--- config.mk ---
export PLATFORM = sky130hd
export DESIGN_NAME = arb_guard
export DESIGN_NICKNAME = d
export VERILOG_FILES = /design/src/rtl/arb_guard_pkg.sv /design/src/rtl/bus_sync.sv /design/src/rtl/arb_fsm.sv /design/src/rtl/arb_guard.sv
export SDC_FILE = /design/constraint.sdc
export NUM_CORES = 1
export LEC_CHECK = 0
export BUFFER_PORTS_ARGS = -buffer_cell sky130_fd_sc_hd__buf_2
export CAP_MARGIN = 0
export CORE_AREA = 2 2 39 41
export CTS_CLUSTER_SIZE = 10
export DETAILED_ROUTE_END_ITERATION = 10
export DIE_AREA = 0 0 41 43
export GPL_ROUTABILITY_DRIVEN = 0
export GPL_TIMING_DRIVEN = 0
export MAX_ROUTING_LAYER = met4
export PLACE_DENSITY = 0.54
export SYNTH_ARGS = -nofsm -noshare
export SYNTH_HDL_FRONTEND = slang
export SYNTH_HIERARCHICAL = 1
export SYNTH_SLANG_ARGS = --single-unit
--- constraint.sdc ---
create_clock -name clk -period 1.2 [get_ports clk]
set_input_delay 0.12 -clock clk [delete_from_list [all_inputs] [get_ports clk]]
set_output_delay 0.12 -clock clk [all_outputs]
set_load 0.02 [all_outputs]
--- src/rtl/arb_guard_pkg.sv ---
package arb_guard_pkg;
    typedef enum logic {
        ST_TRACK = 1'b0,
        ST_LOST  = 1'b1
    } arb_state_e;

    typedef enum logic {
        STAGE_ADDR = 1'b0,
        STAGE_DATA = 1'b1
    } arb_stage_e;
endpackage

--- src/rtl/bus_sync.sv ---
module bus_sync #(
    parameter int           WIDTH     = 2,
    parameter int           STAGES    = 2,
    parameter logic [WIDTH-1:0] RESET_VAL = '1
) (
    input  logic             clk,
    input  logic             rst_n,
    input  logic [WIDTH-1:0] d,
    output logic [WIDTH-1:0] q
);
    logic [WIDTH-1:0] chain [STAGES];

    for (genvar g = 0; g < STAGES; g++) begin : g_stage
        if (g == 0) begin : g_first
            always_ff @(posedge clk or negedge rst_n) begin
                if (!rst_n) chain[g] <= RESET_VAL;
                else        chain[g] <= d;
            end
        end else begin : g_next
            always_ff @(posedge clk or negedge rst_n) begin
                if (!rst_n) chain[g] <= RESET_VAL;
                else        chain[g] <= chain[g-1];
            end
        end
    end

    assign q = chain[STAGES-1];
endmodule

--- src/rtl/arb_fsm.sv ---
module arb_fsm
    import arb_guard_pkg::*;
(
    input  logic clk,
    input  logic rst_n,
    input  logic sda_s,
    input  logic scl_rise,
    input  logic req_sda,
    input  logic req_scl,
    input  logic stage_data,
    input  logic clr,
    output logic sda_oe,
    output logic scl_oe,
    output logic lost,
    output logic lost_stage,
    output logic retry_needed
);
    arb_state_e state_q, state_d;
    arb_stage_e stage_q;
    logic       go_lost;

    // a released data line that reads low at a clock rise means another master won
    assign go_lost = scl_rise && req_sda && !sda_s;

    always_comb begin
        state_d = state_q;
        unique case (state_q)
            ST_TRACK: if (go_lost) state_d = ST_LOST;   // GO_LOST
            ST_LOST:  if (clr)     state_d = ST_TRACK;  // GO_TRACK
            default:               state_d = ST_TRACK;
        endcase
    end

    always_ff @(posedge clk or negedge rst_n) begin
        if (!rst_n) begin
            state_q <= ST_TRACK;
            stage_q <= STAGE_ADDR;
        end else begin
            state_q <= state_d;
            if (state_q == ST_TRACK && go_lost)
                stage_q <= arb_stage_e'(stage_data);
            else if (state_q == ST_LOST && clr)
                stage_q <= STAGE_ADDR;
        end
    end

    always_comb begin
        sda_oe       = 1'b0;
        scl_oe       = 1'b0;
        lost         = 1'b0;
        unique case (state_q)
            ST_TRACK: begin
                sda_oe = !req_sda;
                scl_oe = !req_scl;
            end
            ST_LOST: lost = 1'b1;
            default: lost = 1'b0;
        endcase
        lost_stage   = (stage_q == STAGE_DATA);
        retry_needed = lost && (stage_q == STAGE_DATA);
    end
endmodule

--- src/rtl/arb_guard.sv ---
module arb_guard #(
    parameter int SYNC_STAGES = 2
) (
    input  logic clk,
    input  logic rst_n,
    input  logic req_sda,
    input  logic req_scl,
    input  logic sda_in,
    input  logic scl_in,
    input  logic stage_data,
    input  logic clr,
    output logic sda_oe,
    output logic scl_oe,
    output logic lost,
    output logic lost_stage,
    output logic retry_needed
);
    localparam int LINES = 2;

    logic [LINES-1:0] bus_s;
    logic             scl_prev;
    logic             scl_rise;

    bus_sync #(.WIDTH(LINES), .STAGES(SYNC_STAGES), .RESET_VAL('1)) sync_i (
        .clk   (clk),
        .rst_n (rst_n),
        .d     ({scl_in, sda_in}),
        .q     (bus_s)
    );

    always_ff @(posedge clk or negedge rst_n) begin
        if (!rst_n) scl_prev <= 1'b1;
        else        scl_prev <= bus_s[1];
    end

    assign scl_rise = bus_s[1] && !scl_prev;

    arb_fsm fsm_i (
        .clk          (clk),
        .rst_n        (rst_n),
        .sda_s        (bus_s[0]),
        .scl_rise     (scl_rise),
        .req_sda      (req_sda),
        .req_scl      (req_scl),
        .stage_data   (stage_data),
        .clr          (clr),
        .sda_oe       (sda_oe),
        .scl_oe       (scl_oe),
        .lost         (lost),
        .lost_stage   (lost_stage),
        .retry_needed (retry_needed)
    );
endmodule

==> metrics.yaml <==
row_count: 14
edff_count_synth: 0
final_period_minus_worst_setup_slack_ns: 1.12
first_global_vias: 174
cts_repair_resize_count: 0
ir_drop_worst_vdd_v: 0.000466
final_util_pct: 29.5
area_of_the_multi_input_gates_um2: 71.3
drtPass1Iterations: 2
via_density_per_instance: 3.60
finalNetCount: 46
post-route-worst-setup-slack_ns: 0.0815
n_fill_cell: 159
htreeDepth: 1
io_pins: 13
critical_path.cell_chain: "nor2b_4, nand3b_4, mux2i_1, o22ai_1"
whs_ns: 0.0764
critical_path.max_fanout: 2
slew_headroom_pct: 87.7
n_antenna_cell: 0
postPlaceCellArea_um2: 352
syn-cell-area_um2: 272
die_height_um: 43
tritoncts: "built"
synth.area.top_cells: "sky130_fd_sc_hd__dfstp_2 48%, sky130_fd_sc_hd__dfrtp_1 18%, sky130_fd_sc_hd__mux2i_1 7.4%"
cts.root.buffer_cell: "sky130_fd_sc_hd__clkbuf_4"
timing.critical_path.to_type: "flip-flop"
criticalPathCategory: "flip-flop to flip-flop"
vias: 191
async_flop_share_pct: 100
overall_fraction_of_global_route_tracks_in_use_pct: 6.56
timing.final.setup_violations: 0
finalWirelength_um: 428
antenna_found_initial: 0
grt_start_max_net_pins: 8
postSynthCellCount: 18
yosys.area.top_type_share_pct: 48.4
die_area_um2: 1760
dieWidth_um: 41
max-cap-violations: 0
clk_pin_slew_worst_paths_ns: 0.05
ff_latch_area_um2: 181
grt_setup_unrepaired: "yes"
dr.first_iter.drc_count: 4
cts_inserted_buffers: 3
reg2regPathDepth: 4
synth.yosys.warnings: 6
run_status: "completed"
max_stage_delay_ns: 0.53
finalHoldViolations: 0
max_freq_mhz: 894
synthToLayoutAreaGrowth_pct: 50.2
power.leakage_uw: 0.000221
yosysMostFrequentCell: "sky130_fd_sc_hd__dfstp_2"
required_ns: 1.32
worst_ep_arrival_time_ns: 1.24
synthDistinctLibCells: 10
holdCritPathClass: "input pin to flip-flop"
antenna_violating_nets_post_route: 0
synth.ff_latch_count: 7
layout_worst_path_cycle_share_pct: 93.2
synth_ff_type: "sky130_fd_sc_hd__dfstp_2"
starting_utilization_of_the_core_area_pct: 19.6
pre_cts_slack_ns: -0.00557
syn_avg_cell_area_um2: 15.1
post_route_cells_drive_above_1_share_pct: 64.9
grt_pass1_wl_um: 655
core_area_um2: 1380
cellPowerDensity_nw_per_um2: 1390
synth.top_cells.by_count: "5 x sky130_fd_sc_hd__dfstp_2, 2 x sky130_fd_sc_hd__buf_4, 2 x sky130_fd_sc_hd__dfrtp_1, 2 x sky130_fd_sc_hd__mux2i_1, 2 x sky130_fd_sc_hd__nor2_1"
grt_overflow: 0
timing_worst_slew_pin_value_ns: 0.185
port_buffers: 12
timing.critical_path.slowest_stage_cell: "sky130_fd_sc_hd__dfstp_2"
post_detail_place_hpwl_um: 311
detail_route.wl_per_cell_um: 8.08
start_kind: "flip-flop"
insertion_delay_ns: 0.24
clock_tree.buffer_depth: 2
postSynthNetCount: 26
synth_seq_area_share_pct: 66.8
clock-skew-final_ns: 0.00124
synthDominantAreaCellType: "sky130_fd_sc_hd__dfstp_2"
final_area_um2: 408
cts.sink_count: 7
route.detailed.drc: 0
fin_max_slew_vios: 0
hold_path_depth: 2
-- metal layers --
metal,global-route usage [%],up-vias,share of wire [%]
li1,-,95,-
met1,6.35,83,43
met2,8.13,13,41
met3,3.14,0,16
met4,8.00,0,0
met5,-,-,0
-- timing repair --
action	4_1_cts	5_1_grt
hold endpoints to repair	9	0
pin swaps	2	2
setup buffers	0	1
hold buffers	3	0
endpoints found under the setup margin	1	1
-- sequential cells by signal, indices dropped and copies added, names as in the netlist --
signal / flops
fsm_i/state_q: 1
scl_prev: 1
fsm_i/lost_stage: 1
sync_i/chain: 2
sync_i/q: 2
-- worst paths after layout --
check,startpoint,endpoint,slack [ns]
worst max-delay path,sync_i/q[1],fsm_i/lost_stage,0.08
worst min-delay path,clr,fsm_i/state_q,0.08
worst max register to register,sync_i/q[1],fsm_i/lost_stage,0.08
worst min register to register,sync_i/chain[3],sync_i/q[1],0.35
max in group asynchronous,rst_n,scl_prev,0.74
min in group asynchronous,rst_n,fsm_i/lost_stage,0.23
-- cells by family (layout without fill, tap and decap cells) --
family / after synthesis / after routing / share of synthesized area [%]
AOI/OAI and AO/OA: 1 / 1 / 2.31
buffers and inverters: 3 / 22 / 6.91
DFF: 7 / 7 / 66.8
muxes: 2 / 2 / 7.37
and+or+nand+nor: 5 / 5 / 16.6
-- cell type report --
| cell class | instances | area share [%] |
|---|---|---|
| Sequential cell | 7 | 44.5 |
| Timing Repair Buffer | 16 | 23.9 |
| Multi-Input combinational cell | 8 | 17.5 |
| Clock buffer | 4 | 6.44 |
| Tap cell | 16 | 4.91 |
| Buffer | 1 | 1.84 |
| Inverter | 1 | 0.920 |
-- cell usage in the layout, fill, tap and decap left out, drive strengths merged --
cell type    instances
buf                 14
clkbuf               4
dfrtp                2
dfstp                5
dlygate4sd3          3
inv                  1
mux2i                2
nand2                1
nand3b               1
nor2                 2
nor2b                1
o22ai                1
-- power breakdown --
part           leakage, µW  internal (µW)  switching [µW]
Combinational     0.000128           42.7            45.5
Sequential       0.0000789            262            12.1
Clock            0.0000150            126            78.5
-- per-stage QoR --
stage / setup TNS, ns / cells / total power, µW
2_1_floorplan: 0 / 18 / 324
3_3_place_gp: 0 / 46 / 359
3_5_place_dp: -0.00557 / 46 / 361
4_1_cts: 0 / 53 / 582
5_1_grt: -0.0101 / 53 / 601
6_report: 0 / 53 / 567
-- worst max-delay path: cells and delay by family, from the launching register on --
kind	cells	cell delay [ns]
multiplexers	1	0.14
AND/OR/NAND/NOR	2	0.23
flip-flops	1	0.53
AO/OA/AOI/OAI	1	0.09
No activity file was read; power rests on OpenSTA's default activity.
